File: config.mk
export PLATFORM = sky130hd
export DESIGN_NAME = bus_cycle_sequencer
export DESIGN_NICKNAME = d
export VERILOG_FILES = /design/src/rtl/cyc_pkg.sv /design/src/rtl/cyc_arbiter.sv /design/src/rtl/cyc_timer.sv /design/src/rtl/cyc_decode.sv /design/src/rtl/bus_cycle_sequencer.sv
export SDC_FILE = /design/constraint.sdc
export NUM_CORES = 1
export LEC_CHECK = 0
export CAP_MARGIN = 20
export CORE_MARGIN = 5
export CORE_UTILIZATION = 48
export DETAILED_ROUTE_END_ITERATION = 8
export PLACE_DENSITY = 0.84
export RECOVER_POWER = 25
export SLEW_MARGIN = 20
export SYNTH_ARGS = -nofsm -noshare
export SYNTH_HDL_FRONTEND = slang
export SYNTH_SLANG_ARGS = --single-unit
File: constraint.sdc
create_clock -name clk -period 5.9 [get_ports clk]
set_input_delay 0.885 -clock clk [delete_from_list [all_inputs] [get_ports clk]]
set_output_delay 0.885 -clock clk [all_outputs]
set_load 0.02 [all_outputs]
File: src/rtl/cyc_pkg.sv
package cyc_pkg;

  typedef enum logic [3:0] {
    CY_IDLE     = 4'd0,
    CY_LOC_RD   = 4'd1,
    CY_LOC_WR   = 4'd2,
    CY_CTL_RD   = 4'd3,
    CY_CTL_WR   = 4'd4,
    CY_LATCH_RD = 4'd5,
    CY_DMA_SYNC = 4'd6,
    CY_DMA_RD   = 4'd7,
    CY_DMA_WR   = 4'd8,
    CY_ST_RD    = 4'd9,
    CY_ST_DMA   = 4'd10,
    CY_ST_WR    = 4'd11
  } cyc_t;

  typedef enum logic [1:0] {
    PACE_FREE = 2'd0,
    PACE_CTL  = 2'd1,
    PACE_BUS  = 2'd2
  } pace_t;

  function automatic pace_t pace_of(cyc_t c);
    case (c)
      CY_CTL_RD, CY_CTL_WR, CY_ST_RD, CY_ST_WR:        return PACE_CTL;
      CY_DMA_SYNC, CY_DMA_RD, CY_DMA_WR, CY_ST_DMA:    return PACE_BUS;
      default:                                          return PACE_FREE;
    endcase
  endfunction

  function automatic logic is_cpu(cyc_t c);
    return (c == CY_LOC_RD) || (c == CY_LOC_WR) || (c == CY_CTL_RD) ||
           (c == CY_CTL_WR) || (c == CY_LATCH_RD);
  endfunction

endpackage

File: src/rtl/cyc_arbiter.sv
module cyc_arbiter
  import cyc_pkg::*;
(
  input  logic       irq,
  input  logic       hold,
  input  logic       cpu_req,
  input  logic [2:0] cpu_op,
  output cyc_t       start_cyc
);

  cyc_t cpu_cyc;

  always_comb begin
    case (cpu_op)
      3'd0:    cpu_cyc = CY_LOC_RD;
      3'd1:    cpu_cyc = CY_LOC_WR;
      3'd2:    cpu_cyc = CY_CTL_RD;
      3'd3:    cpu_cyc = CY_CTL_WR;
      3'd4:    cpu_cyc = CY_LATCH_RD;
      default: cpu_cyc = CY_IDLE;
    endcase
  end

  always_comb begin
    if (irq)          start_cyc = CY_ST_RD;
    else if (hold)    start_cyc = CY_DMA_SYNC;
    else if (cpu_req) start_cyc = cpu_cyc;
    else              start_cyc = CY_IDLE;
  end

endmodule

File: src/rtl/cyc_timer.sv
module cyc_timer #(
  parameter int STEP_W    = 3,
  parameter int LAST_STEP = 3
) (
  input  logic              clk,
  input  logic              rst,
  input  logic              busy,
  input  logic              advance,
  output logic [STEP_W-1:0] step,
  output logic              done
);

  localparam logic [STEP_W-1:0] LAST = LAST_STEP[STEP_W-1:0];

  assign done = busy && advance && (step == LAST);

  always_ff @(posedge clk) begin
    if (rst)                step <= '0;
    else if (!busy || done) step <= '0;
    else if (advance)       step <= step + 1'b1;
  end

endmodule

File: src/rtl/cyc_decode.sv
module cyc_decode
  import cyc_pkg::*;
#(
  parameter int STEP_W = 3
) (
  input  cyc_t              cyc,
  input  logic [STEP_W-1:0] step,
  output logic              hold_ack,
  output logic              ctl_strobe,
  output logic              bus_req,
  output logic              bus_rw,
  output logic              bus_ds,
  output logic              cpu_irq,
  output logic              io_cycle
);

  logic moving;
  assign moving = (step != '0);

  always_comb begin
    hold_ack   = (cyc == CY_DMA_RD) || (cyc == CY_DMA_WR);
    bus_req    = (pace_of(cyc) == PACE_BUS);
    bus_rw     = !((cyc == CY_DMA_WR) || (cyc == CY_ST_DMA));
    bus_ds     = bus_req && (cyc != CY_DMA_SYNC) && moving;
    ctl_strobe = (pace_of(cyc) == PACE_CTL) && moving;
    cpu_irq    = (cyc == CY_ST_WR);
    io_cycle   = (cyc == CY_LOC_RD) || (cyc == CY_LOC_WR) || (cyc == CY_LATCH_RD);
  end

endmodule

File: src/rtl/bus_cycle_sequencer.sv
module bus_cycle_sequencer
  import cyc_pkg::*;
#(
  parameter int STEP_W    = 3,
  parameter int LAST_STEP = 3
) (
  input  logic              clk,
  input  logic              rst,
  input  logic              ctl_hold,
  input  logic              ctl_dma_wr,
  input  logic              ctl_irq,
  input  logic              ctl_ready,
  input  logic              cpu_req,
  input  logic [2:0]        cpu_op,
  input  logic              bus_ready,
  output logic              hold_ack,
  output logic              ctl_strobe,
  output logic              bus_req,
  output logic              bus_rw,
  output logic              bus_ds,
  output logic              cpu_irq,
  output logic              io_cycle,
  output logic [3:0]        cycle_type,
  output logic [STEP_W-1:0] step
);

  cyc_t state, nxt, start_cyc, dma_kind;
  logic busy, advance, done;

  cyc_arbiter u_arb (
    .irq       (ctl_irq),
    .hold      (ctl_hold),
    .cpu_req   (cpu_req),
    .cpu_op    (cpu_op),
    .start_cyc (start_cyc)
  );

  assign busy     = (state != CY_IDLE);
  assign dma_kind = ctl_dma_wr ? CY_DMA_WR : CY_DMA_RD;

  always_comb begin
    case (pace_of(state))
      PACE_CTL: advance = ctl_ready;
      PACE_BUS: advance = bus_ready;
      default:  advance = 1'b1;
    endcase
  end

  cyc_timer #(.STEP_W(STEP_W), .LAST_STEP(LAST_STEP)) u_timer (
    .clk     (clk),
    .rst     (rst),
    .busy    (busy),
    .advance (advance),
    .step    (step),
    .done    (done)
  );

  always_comb begin
    nxt = state;
    if (!busy) begin
      nxt = start_cyc;
    end else if (done) begin
      case (state)
        CY_DMA_SYNC:          nxt = dma_kind;
        CY_DMA_RD, CY_DMA_WR: nxt = ctl_hold ? dma_kind : CY_IDLE;
        CY_ST_RD:             nxt = CY_ST_DMA;
        CY_ST_DMA:            nxt = CY_ST_WR;
        default:              nxt = CY_IDLE;
      endcase
    end
  end

  always_ff @(posedge clk) begin
    if (rst) state <= CY_IDLE;
    else     state <= nxt;
  end

  cyc_decode #(.STEP_W(STEP_W)) u_dec (
    .cyc        (state),
    .step       (step),
    .hold_ack   (hold_ack),
    .ctl_strobe (ctl_strobe),
    .bus_req    (bus_req),
    .bus_rw     (bus_rw),
    .bus_ds     (bus_ds),
    .cpu_irq    (cpu_irq),
    .io_cycle   (io_cycle)
  );

  assign cycle_type = state;

endmodule

==> results.txt <==
The total power consumption of the routed design is 0.466 mW. The net count reported at finish is 134. After clock tree synthesis, the clock-pin slew on the worst setup and hold paths is 0.06 ns. The share of final-layout standard cells stronger than drive strength 1 is 5.13%. The worst slew slack as a fraction of its limit came out at 65.9%. The startpoint of the worst hold path is u_timer.step[2]. The cell at the root of the clock tree is sky130_fd_sc_hd__clkbuf_4.

0 antenna diodes ended up in the layout. The library cells used most frequently in the layout, excluding fill and tap cells, are sky130_fd_sc_hd__clkdlybuf4s50_1, sky130_fd_sc_hd__inv_1, sky130_fd_sc_hd__nand2_1, sky130_fd_sc_hd__nor2_1, sky130_fd_sc_hd__dfxtp_1. The violation count after the first detailed-routing iteration came out at 19. The synthesized design spends more area on one cell type than any other, namely sky130_fd_sc_hd__dfxtp_1.

The final worst-path cycle share came out at 46.8%. The top cell type by area accounts for 24.2% of the synthesized area. The final total negative setup slack came out at 0 ns. The overall global routing resource usage came out at 15.8%. The start point of the critical path is cycle_type[1]. The total number of H-tree levels is 1. A synthesized cell averages 7.93 um^2. The post-CTS setup buffer count is 0. The number of DRC violations after detailed routing is 0. The share of synthesized area occupied by flip-flops and latches came out at 24.2%. The leakage power summed over all cells is 0.394 nW. TritonCTS built the clock tree. Dividing total power by cell area gives a power density of 467 nW/um^2. The run finished with clean final reports. The floorplan core area is 1490 um^2. For the pin with the worst max-slew slack, the measured transition is 0.511 ns.

The initial antenna violation count came out at 0. The die is 49.4 um tall. In this run the worst path has a maximum fanout of 11. The remaining number of nets flagged by the antenna check after routing came out at 0. The flop and latch count out of synthesis is 9. The port buffer count is 24.

The number of buffers created by CTS came out at 3. STA classifies the critical path endpoint as a primary output. Entering global routing, the biggest net connects 16 pins. Across all layers, the routed design uses 759 vias. The type of the setup path with the least slack is reg2out. When the netlist entered floorplanning its net count stood at 110. Setup repair after global routing left no endpoint under its margin.

The final count of negative-setup-slack endpoints came out at 0. The number of top-level design ports came out at 25. The max-slew violation count came out at 0. In this run the critical register-to-register path is launched from cycle_type[1]. The area of all placed cells without fillers is 998 um^2. The count of cell types in the netlist came out at 39. At the later pin of the worst-skew pair, clock insertion delay measures 0.27 ns.

The cell count after synthesis is 94. The wire length of the first global-routing pass came out at 3.04 mm. Relative to the synthesized area, the layout overhead comes to 33.9%. The peak ir drop on the vdd network came out at 252 uV.

Based on the critical path, the design can be clocked at up to 362 MHz. The required time of the critical path came out at 5.02 ns. The number of enable flip-flop cells after synthesis came out at 0. Sorting the synthesized cells by area gives the leading types as sky130_fd_sc_hd__dfxtp_1, sky130_fd_sc_hd__ha_1, sky130_fd_sc_hd__inv_1, sky130_fd_sc_hd__nand2_1, sky130_fd_sc_hd__nor2_1. The routed wire length is 1.89 mm.

The arrival time of the worst setup path came out at 1.88 ns. STA classifies the critical path startpoint as a flip-flop. The clock sink total came out at 9.

The prevailing post-synth register cell is sky130_fd_sc_hd__dfxtp_1. The wire length per cell came out at 14.2 um. The instance area after placement came out at 978 um^2.

The yosys synthesis warning count came out at 0. The remaining global-route overflow came out at 0. The worst clock skew came out at 0.00304 ns. The floorplan has 14 rows. The wire-length estimate of the detail-placed layout is 1.42 mm. The longest clock path from root to sink contains 2 buffers. Buffers inserted to repair hold after CTS numbered 0. The last weighted congestion value of the routability-driven placer is 0.846.

The post-CTS resize count came out at 0. In this run the cell area of the synthesized design comes to 746 um^2. The final count of hold timing violations came to 0. The fraction of registers with async set or reset after synthesis is 0%. The worst hold margin came out at 0.522 ns.

Once the floorplan was initialized, standard cells occupied 50.1% of the core. Max-cap violations in this run came to 0. The die footprint came out at 2440 um^2. The worst path needs 2.76 ns of the cycle, external delays included. Leaving out fill and tap cells, the most frequent cell in the layout is sky130_fd_sc_hd__clkdlybuf4s50_1. The die span in x is 49.4 um. The first detailed-routing pass took 4 iterations.

The class of the tightest hold or removal check is reg2reg. The average vias per placed instance came out at 5.71. For this run, the share of the core covered by cells in the final layout is 67.1%. The number of global-route vias before repair came out at 693.
-- Yosys cell counts (all sizes together), types with 2 or more instances --
| library cell | count |
|---|---|
| or3 | 2 |
| nor2 | 9 |
| xnor2 | 3 |
| a21oi | 3 |
| o2bb2ai | 2 |
| ha | 5 |
| nand2b | 2 |
| buf | 3 |
| inv | 10 |
| nand2 | 9 |
| nor2b | 3 |
| nor3 | 5 |
| clkbuf | 2 |
| and2 | 2 |
| nor4 | 2 |
| o31a | 2 |
| dfxtp | 9 |
| a2111oi | 3 |
-- area by class of cell --
type	count	area (um^2)
multi-input cells	70	494
fillers	121	490
repair buffers	24	240
flip-flops and latches	9	180
inverters	10	37.5
clock buffers	4	26.3
well taps	16	20.0
-- kinds of logic after synthesis --
group,count (synthesis),synth area share (%)
adder cells (fa/ha/maj),5,8.39
multiplexers,1,1.34
buffers and inverters,15,8.72
AND/OR/NAND/NOR,36,25.2
XOR/XNOR,3,3.52
AO/OA/AOI/OAI,25,28.7
flip-flops,9,24.2
-- power by group --
group          internal (mW)  leakage, nW  total (mW)  switching (mW)
combinational          0.141        0.305       0.297           0.155
sequential            0.0816       0.0740       0.121          0.0393
clock                 0.0261       0.0150      0.0487          0.0225
total                  0.249        0.394       0.466           0.217
-- metal layers --
| layer | global-route usage (%) | share of wire [%] | vias up |
|---|---|---|---|
| met5 | 0 | 0 | - |
| met1 | 17.2 | 43 | 337 |
| met2 | 26.8 | 46 | 26 |
| met3 | 2.75 | 6.8 | 8 |
| li1 | - | - | 388 |
| met4 | 11.8 | 3.6 | 0 |
-- final timing paths --
kind	slack, ns	cells after the start	to
worst max register to register	3.66	6	flip-flop
worst max-delay path	3.14	3	bus_ds
worst min register to register	0.52	2	u_timer.step[2]
worst min-delay path	0.52	2	u_timer.step[2]
-- critical path, stage by stage, from the launching register on --
cell	delay, ns
sky130_fd_sc_hd__dfxtp_1	0.57
sky130_fd_sc_hd__nand2_1	0.16
sky130_fd_sc_hd__o311a_1	0.32
sky130_fd_sc_hd__clkdlybuf4s50_1	0.56
-- metrics by stage --
stage,worst slack [ns],cells
after floorplan,3.69,94
after global placement,3.22,129
after detailed placement,3.07,129
after CTS,3.13,133
after global routing,3.05,133
final,3.14,133
No activity file was read; power rests on OpenSTA's default activity.
